--- config.mk ---
export PLATFORM = sky130hd
export DESIGN_NAME = sec_rtc
export DESIGN_NICKNAME = d
export VERILOG_FILES = /design/src/rtl/sec_rtc.sv
export SDC_FILE = /design/constraint.sdc
export NUM_CORES = 1
export LEC_CHECK = 0
export ABC_AREA = 1
export BUFFER_PORTS_ARGS = -buffer_cell sky130_fd_sc_hd__buf_2
export CELL_PAD_IN_SITES_DETAIL_PLACEMENT = 0
export CELL_PAD_IN_SITES_GLOBAL_PLACEMENT = 1
export CORE_ASPECT_RATIO = 1.1
export CORE_MARGIN = 2
export CORE_UTILIZATION = 39
export DETAILED_ROUTE_END_ITERATION = 7
export PLACE_DENSITY_LB_ADDON = 0.1
export REMOVE_ABC_BUFFERS = 1
export SLEW_MARGIN = 30
export SYNTH_ARGS = -nofsm -noshare
export SYNTH_HDL_FRONTEND = slang
export SYNTH_SLANG_ARGS = --single-unit
--- constraint.sdc ---
create_clock -name clk -period 5.87 [get_ports clk]
set_clock_uncertainty 0.05 [all_clocks]
set_input_delay 0.2935 -clock clk [delete_from_list [all_inputs] [get_ports clk]]
set_output_delay 0.2935 -clock clk [all_outputs]
set_load 0.01 [all_outputs]
--- src/rtl/sec_rtc.sv ---
module sec_rtc #(
  parameter int LAYOUT     = 0,
  parameter int TRIM_GROUP = 1024,
  parameter int ADDR_W     = 5
) (
  input  logic              clk,
  input  logic              rst_n,
  input  logic              bus_sel,
  input  logic              bus_wr,
  input  logic [ADDR_W-1:0] bus_addr,
  input  logic [31:0]       bus_wdata,
  output logic [31:0]       bus_rdata,
  output logic              hz_irq,
  output logic              alarm_irq
);

  localparam logic [ADDR_W-1:0] OFF_CNT  = (LAYOUT == 0) ? ADDR_W'(8'h00) : ADDR_W'(8'h04);
  localparam logic [ADDR_W-1:0] OFF_ALM  = (LAYOUT == 0) ? ADDR_W'(8'h04) : ADDR_W'(8'h00);
  localparam logic [ADDR_W-1:0] OFF_STAT = (LAYOUT == 0) ? ADDR_W'(8'h08) : ADDR_W'(8'h10);
  localparam logic [ADDR_W-1:0] OFF_TRIM = (LAYOUT == 0) ? ADDR_W'(8'h0C) : ADDR_W'(8'h08);
  localparam int GRP_W = (TRIM_GROUP > 2) ? $clog2(TRIM_GROUP) : 1;
  localparam logic [GRP_W-1:0] GRP_LAST = GRP_W'(TRIM_GROUP - 1);

  logic [31:0] cnt, alarm, trdiv;
  logic        hze, ale, hzf, alf;
  logic [17:0] pre;
  logic [GRP_W-1:0] grp;

  wire we       = bus_sel & bus_wr;
  wire hit_cnt  = we && (bus_addr == OFF_CNT);
  wire hit_alm  = we && (bus_addr == OFF_ALM);
  wire hit_stat = we && (bus_addr == OFF_STAT);
  wire hit_trim = we && (bus_addr == OFF_TRIM);

  wire               active   = (trdiv != 32'd0);
  wire [17:0]        base_len = {2'b00, trdiv[15:0]} + 18'd1;
  wire signed [17:0] adj_len  = $signed(base_len) + $signed({{2{trdiv[31]}}, trdiv[31:16]});
  wire [17:0]        trim_len = (adj_len < 18'sd1) ? 18'd1 : 18'(adj_len);
  wire [17:0]        len      = (grp == GRP_LAST) ? trim_len : base_len;
  wire               tick     = active && (pre == len - 18'd1);

  logic [31:0] cnt_nx;
  logic        hzf_nx, alf_nx, hze_nx, ale_nx;

  always_comb begin
    cnt_nx = cnt;
    if (hit_cnt)   cnt_nx = bus_wdata;
    else if (tick) cnt_nx = cnt + 32'd1;
    hze_nx = hit_stat ? bus_wdata[3] : hze;
    ale_nx = hit_stat ? bus_wdata[2] : ale;
    hzf_nx = tick | (hzf & ~(hit_stat & bus_wdata[1]));
    alf_nx = (tick && cnt_nx == alarm) | (alf & ~(hit_stat & bus_wdata[0]));
  end

  always_ff @(posedge clk) begin
    if (!rst_n) begin
      pre <= '0;
      grp <= '0;
    end else if (hit_trim || !active) begin
      pre <= '0;
      grp <= '0;
    end else if (tick) begin
      pre <= '0;
      grp <= (grp == GRP_LAST) ? '0 : grp + 1'b1;
    end else begin
      pre <= pre + 18'd1;
    end
  end

  always_ff @(posedge clk) begin
    if (!rst_n) begin
      cnt <= '0; alarm <= '0; trdiv <= '0;
      hze <= 1'b0; ale <= 1'b0; hzf <= 1'b0; alf <= 1'b0;
      hz_irq <= 1'b0; alarm_irq <= 1'b0;
    end else begin
      cnt <= cnt_nx;
      if (hit_alm)  alarm <= bus_wdata;
      if (hit_trim) trdiv <= bus_wdata;
      hze <= hze_nx; ale <= ale_nx; hzf <= hzf_nx; alf <= alf_nx;
      hz_irq    <= hzf_nx & hze_nx;
      alarm_irq <= alf_nx & ale_nx;
    end
  end

  always_comb begin
    bus_rdata = '0;
    if (bus_addr == OFF_CNT)  bus_rdata = cnt;
    if (bus_addr == OFF_ALM)  bus_rdata = alarm;
    if (bus_addr == OFF_STAT) bus_rdata = {28'd0, hze, ale, hzf, alf};
    if (bus_addr == OFF_TRIM) bus_rdata = trdiv;
  end

  assert_irq_gate_R8: assert property (@(posedge clk) disable iff (!rst_n)
    (hz_irq == (hzf & hze)) && (alarm_irq == (alf & ale)));
  assert_tick_flag_R5: assert property (@(posedge clk) disable iff (!rst_n)
    tick |=> hzf);
  assert_cnt_step_R2: assert property (@(posedge clk) disable iff (!rst_n)
    (tick && !hit_cnt) |=> (cnt == $past(cnt) + 32'd1));
  assert_cnt_hold_R3: assert property (@(posedge clk) disable iff (!rst_n)
    (!tick && !hit_cnt) |=> $stable(cnt));
  assert_idle_R3: assert property (@(posedge clk) disable iff (!rst_n)
    (trdiv == 32'd0) |-> !tick);
  assert_alarm_sticky_R6: assert property (@(posedge clk) disable iff (!rst_n)
    (alf && !(hit_stat && bus_wdata[0])) |=> alf);

endmodule

# --- Word level (Yosys, flattened, before mapping) ---
# Cells that the tools add are included.
word_totals:
  regBits: 130
  output_inout_bits: 34
  elab_cells: 59
classes:
  reduce_logical: 12
  eq_ne: 6
  bitwise_logic: 12
  add_sub_neg: 6
  magnitude_cmp: 1
  mux: 11
op_table:
  columns: ["op", "n"]
  rows:
  - ["$mux W32", 6]
  - ["$mux W18", 2]
  - ["$add A32 B1 Y32 const B", 1]
  - ["$eq A32 B32 Y1", 1]
  - ["$reduce_bool A32 Y1", 1]
  - ["$add A18 B1 Y18 const B", 1]
  - ["$add A18 B16 Y18", 1]
  - ["$eq A18 B18 Y1", 1]
  - ["$lt A18 B2 Y1 const B", 1]
  - ["$sub A18 B1 Y18 const B", 1]
  - ["$add A16 B1 Y17 const B", 1]
  - ["$add A10 B1 Y10 const B", 1]
  - ["$eq A10 B10 Y1 const B", 1]
  - ["$eq A5 B4 Y1 const B", 2]
  - ["$mux W10", 1]
  - ["$and A1 B1 Y1", 7]
  - ["$logic_and A1 B1 Y1", 6]
  - ["$eq A5 B3 Y1 const B", 1]
  - ["$logic_not A5 Y1", 1]
  - ["$not A1 Y1", 3]
  - ["$reduce_or A3 Y1", 1]
  - ["$mux W1", 2]
  - ["$or A1 B1 Y1", 2]
  - ["$reduce_or A2 Y1", 1]
  - ["other kinds (2)", 2]

# --- Logic depth before layout (Yosys ltp) ---
logic_depth:
  word_depth: 14
  ltp_mapped: 54
  ltp_nobuf: 53

# --- Worst setup path before layout ---
# OpenSTA, ideal clock, no wires.
synth_timing:
  kind: "register to register"
  from: "register trdiv[0]"
  to: "register alf"
  period_less_slack_ns: 6.046
  required_time_ns: 5.750
  slack_ns: -0.176
  stages_incl_launch_ff: 50
  arrival_ns: 5.926
  setup_time_ns: 0.070
  cell_sequence: "dfxtp_1 -> ha_1 -> nand3_2 -> nor2_2 -> nand4_1 -> or2_1 -> and2_1 -> ha_1 -> nand2_1 -> inv_1 -> a21oi_1 -> nor2_1 -> nor2_1 -> nand2_1 -> nand2_1 -> a21oi_1 -> nor2_1 -> xor2_1 -> [14 not listed] -> nor2_2 -> nand3_2 -> nor2_4 -> nand3_4 -> buf_6 -> nand2_1 -> nand2_1 -> nand2_2 -> nand2_2 -> nand2_1 -> nand2_1 -> nor2_1 -> nand2_1 -> nor2_1 -> nand2_1 -> nor2_1 -> nand2_1 -> a21oi_1"
synth_between:
  elab_chain_cells: 13
  elab_cells_between_ends: 14
  cone_classes: "3 x add/sub; 1 x order compare; 2 x eq/ne; 4 x mux; 1 x bitwise; 3 x reduce/logical"
synth_lines:
  columns: ["item", "line", "rtl"]
  rows:
  - ["start, declared", "24", "logic [31:0] cnt, alarm, trdiv;"]
  - ["start signal, assigned", "78", "if (hit_trim) trdiv <= bus_wdata;"]
  - ["$add A16 B1 Y17", "36", "wire [17:0] base_len = {2'b00, trdiv[15:0]} + 18'd1;"]
  - ["$add A18 B16 Y18", "37", "wire signed [17:0] adj_len = $signed(base_len) + $signed({{2{trdiv[31]}}, trdiv[31:16]});"]
  - ["$lt A18 B2 Y1", "38", "wire [17:0] trim_len = (adj_len < 18'sd1) ? 18'd1 : 18'(adj_len);"]
  - ["$mux W18", "38", null]
  - ["$mux W18", "39", "wire [17:0] len = (grp == GRP_LAST) ? trim_len : base_len;"]
  - ["$sub A18 B1 Y18", "40", "wire tick = active && (pre == len - 18'd1);"]
  - ["$eq A18 B18 Y1", "40", null]
  - ["$logic_and A1 B1 Y1 *", "40", null]
  - ["$mux W32", "48", "else if (tick) cnt_nx = cnt + 32'd1;"]
  - ["$mux W32", "47", "if (hit_cnt) cnt_nx = bus_wdata;"]
  - ["$eq A32 B32 Y1", "52", "alf_nx = (tick && cnt_nx == alarm) | (alf & ~(hit_stat & bus_wdata[0]));"]
  - ["$logic_and A1 B1 Y1 *", "52", null]
  - ["$or A1 B1 Y1 *", "52", null]
  - ["end signal, assigned", "79", "hze <= hze_nx; ale <= ale_nx; hzf <= hzf_nx; alf <= alf_nx;"]
  - ["end, declared", "25", "logic hze, ale, hzf, alf;"]
# Mark *: on every way between the ends. The rest lies on a longest branch, timed or not.
# A chain may end at the register's enable or synchronous reset.

# --- Worst setup path in the final report ---
layout_timing:
  from: "register trdiv[5]"
  to: "register alarm_irq"
layout_between:
  elab_chain_cells: 14
  elab_cells_between_ends: 15
  cone_classes: "3 x add/sub; 1 x order compare; 2 x eq/ne; 4 x mux; 2 x bitwise; 3 x reduce/logical"
layout_lines:
  columns: ["item", "line", "rtl"]
  rows:
  - ["$add A16 B1 Y17", "36", null]
  - ["$add A18 B16 Y18", "37", null]
  - ["$lt A18 B2 Y1", "38", null]
  - ["$mux W18", "38", null]
  - ["$mux W18", "39", null]
  - ["$sub A18 B1 Y18", "40", null]
  - ["$eq A18 B18 Y1", "40", null]
  - ["$logic_and A1 B1 Y1 *", "40", null]
  - ["$mux W32", "48", null]
  - ["$mux W32", "47", null]
  - ["$eq A32 B32 Y1", "52", null]
  - ["$logic_and A1 B1 Y1 *", "52", null]
  - ["$or A1 B1 Y1 *", "52", null]
  - ["$and A1 B1 Y1 *", "81", "alarm_irq <= alf_nx & ale_nx;"]
  - ["end signal, assigned", "81", null]
  - ["end, declared", "14", "output logic alarm_irq"]
# Marks and branches as above.

==> results.toml <==
[grt]
track_usage_pct = 30.6
grt_first_pass_wirelength_um = 68100
grt_max_degree = 66
met2_usage_pct = 53.8
antenna_found_initial = 0
grt-busiest-layer = "met2"
overflow = 0
grt_pass1_vias = 12500
grt_use_met3_pct = 3.67
grt_use_met1_pct = 38.0

[layout]
seqCellArea_mm2 = 0.00261
drive_gt1_share_pct = 31.4
fin_nets = 2231
n_fill_cell = 2718
multi_input_area_mm2 = 0.00783
antennaDiodeCount = 0
area_growth_pct = 45.2

[synth]
synth_edf_count = 0
avgSynthCellArea_um2 = 5.85
netlist_area_mm2 = 0.0107
synth_cell_types = 53
ys.flop_type = "dfxtp_1"
yosysSeqAreaShare_pct = 24.4
yosysWarnings = 0
netlist_instances = 1824
synth-seq-cells = 130
synth_async_sr_flop_share_pct = 0

[clock_tree]
insertion_delay_ns = 0.44
cts_inserted_buffers = 17
h-tree-depth = 4
cts_tree = "built"
cts_sinks = 130
path_clk_slew_ns = 0.06
cts_root_buffer = "clkbuf_16"
clock_path_buffers = 2

[outcome]
outcome = "finished, violations left"
violations = "negative setup slack"

[placement]
hpwl_um = 32900
io_buffers = 74
gp_congestion = 0.936

[routing]
drt-pass1-iter-count = 7
drt_wl_total_um = 44500
via_per_inst = 5.22
antenna_left = 0
vias = 13200
wl_per_cell_um = 17.5
drt_iter0_markers = 1051
drcViolationCount = 0

[power_and_ir_drop]
p_int_mw = 2.06
p_per_area_mw_per_mm2 = 184
p_comb_share_pct = 19.3
p_switching_uw = 793
seq_power_share_pct = 32.3
power.total_mw = 2.85
ir_drop_uv = 131
p_leak_nw = 7.46
switching_share_pct = 27.8
power_frac_clock_pct = 48.4

[worst_setup_path]
r2r-start = "trdiv[5]"
crit_arrival_ns = 7.03
max_stage_delay_ns = 0.37
critPathMostFrequentCell = "nand2_1"
startpoint_type = "register"
endpoint_kind = "register"
crit_slowest_cell = "dfxtp_4"
crit_buf_inv = 5
crit_start = "trdiv[5]"
crit_family = "simple AND/OR/NAND/NOR gates"
critPathMaxFanout = 5
crit_required_ns = 6.19
crit_type = "reg -> reg"

[die]
core_area_mm2 = 0.0270
die_y_um = 178
rows = 63
die-area_mm2 = 0.0287
pin_count = 75
initial_utilization_pct = 39.6
die_width_um = 162

[sta]
max_slew.worst_pin.slew_ns = 0.994
max_slew_margin_pct = 33.5
setup_viol = 58
final_hold_viol_count = 0
hold_ws_ns = 0.0695
final.period_utilization_pct = 114
setup_ws_ns = -0.847
timing.fmax_ghz = 0.149
drv_slew = 0
period_minus_slack_ns = 6.72
rsz0062_at_grt = "true"

[min_path]
hold_path.startpoint = "bus_wdata[19]"
hold_path_class = "in -> reg"

[flow_run]
cap_violations = 0
placed cells by master, fill, tap and decap left out, drive strengths merged, types with 2 or more instances in the layout:
cell type and count:
inv 254, buf 374, nand3b 17, nor4 26
clkinv 7, or2 4, a22oi 4, ha 24
or4 2, o221ai 2, a21oi 94, bufinv 8
nand3 164, dfxtp 130, nor2 218, xnor2 3
nor3 28, o21bai 7, nor3b 6, and2 6
nand2 547, o21ai 123, xor2 31, o22ai 16
clkbuf 22, nand4 52
state kept, by name (all words and copies together), names as in the netlist:
| signal | flops |
|---|---|
| alarm | 32 |
| cnt | 32 |
| trdiv | 32 |
| pre | 18 |
| grp | 10 |
| alarm_irq | 1 |
| ale | 1 |
| alf | 1 |
| hz_irq | 1 |
| hze | 1 |
| hzf | 1 |
area by class of cell:
type                            instances  share of cell area [%]
Sequential cell                       130                    16.9
Clock inverter                         12                    1.77
Tap cell                              357                    2.88
Timing Repair Buffer                  376                    18.6
Multi-Input combinational cell       1382                    50.5
Clock buffer                           20                    3.01
Inverter                              258                    6.35
timing repair:
action                     CTS  global route
resized for setup          109           175
hold buffers                 0             0
cloned                       2             2
pin swaps                   60           109
setup endpoints to repair   64            64
setup buffers               42            31
synth_stat cells (3+ instances only):
cell	instances	area, um^2
nor2_4	9	101
o22ai_1	16	100
nand3_1	153	766
inv_2	17	63.8
nor4_1	25	156
nor2_1	191	717
ha_1	24	300
buf_2	4	20.0
nor2_2	17	106
inv_1	236	886
and2_1	6	37.5
clkinv_1	5	18.8
xnor2_1	3	26.3
nand2_2	12	75.1
nand2_4	4	45.0
buf_4	3	22.5
nand3_2	8	80.1
xor2_1	31	272
a22oi_1	4	30.0
a21oi_1	93	465
nor3b_1	6	45.0
buf_6	5	56.3
o21ai_0	119	596
nand3_4	3	52.6
nor3_1	25	125
o21bai_1	6	45.0
nand4_1	51	319
or2_2	3	18.8
nand3b_1	17	128
dfxtp_1	130	2600
nand2_1	531	1990
clkbuf_1	41	154
per-layer routing:
metal | up-vias | share of wire, % | wire [um]
li1 | 6611 | - | -
met1 | 6123 | 42 | 18700
met2 | 398 | 49 | 21700
met3 | 99 | 4.9 | 2190
met4 | 0 | 4.1 | 1840
met5 | - | 0 | 0
power groups by stage:
stage	Combinational (mW)	Sequential (mW)	Clock, mW
2_1_floorplan	0.215	0.933	0
3_3_place_gp	0.420	0.939	0
3_5_place_dp	0.421	0.940	0
4_1_cts	0.476	0.920	1.39
5_1_grt	0.595	0.923	1.43
6_report	0.551	0.921	1.38
metrics by stage:
step                      utilization, %  std cells  worst slack (ns)  area, um^2  TNS [ns]
after floorplan                        -       1770            -0.489       10400     -3.26
final                               57.5       2535            -0.847       15500    -17.32
after CTS                           54.4       2514            -0.689       14700     -9.23
after detailed placement            48.8       2447             -1.31       13200    -25.99
after global routing                57.5       2535             -1.21       15500    -41.47
after global placement              48.8       2447             -1.25       13200    -22.50
worst register-to-register path, delay by kind of cell (launching register included):
kind | cells | cell delay (ns)
AO/OA/AOI/OAI | 6 | 0.93
adder cells (fa/ha/maj) | 3 | 0.81
flip-flops | 1 | 0.37
AND/OR/NAND/NOR | 30 | 3.38
buffers and inverters | 5 | 0.65
XOR/XNOR | 3 | 0.43
final timing paths:
path,end,slack [ns],depth (start not counted)
worst min register to register,alarm[27],0.46,2
worst max register to register,alarm_irq,-0.85,47
worst min-delay path,trdiv[19],0.07,3
worst max-delay path,alarm_irq,-0.85,47
logic make-up (layout without fill, tap and decap cells):
family / after synthesis / after routing / share of synthesized area (%)
compound gates: 251 / 251 / 12.6
mux: 1 / 1 / 0.0938
xor+xnor: 34 / 34 / 2.79
simple gates: 1071 / 1071 / 45.7
buf+inv: 312 / 666 / 11.5
fa+ha+maj: 25 / 25 / 3.00
flops: 130 / 130 / 24.4
(Power assumes the default switching activity.)
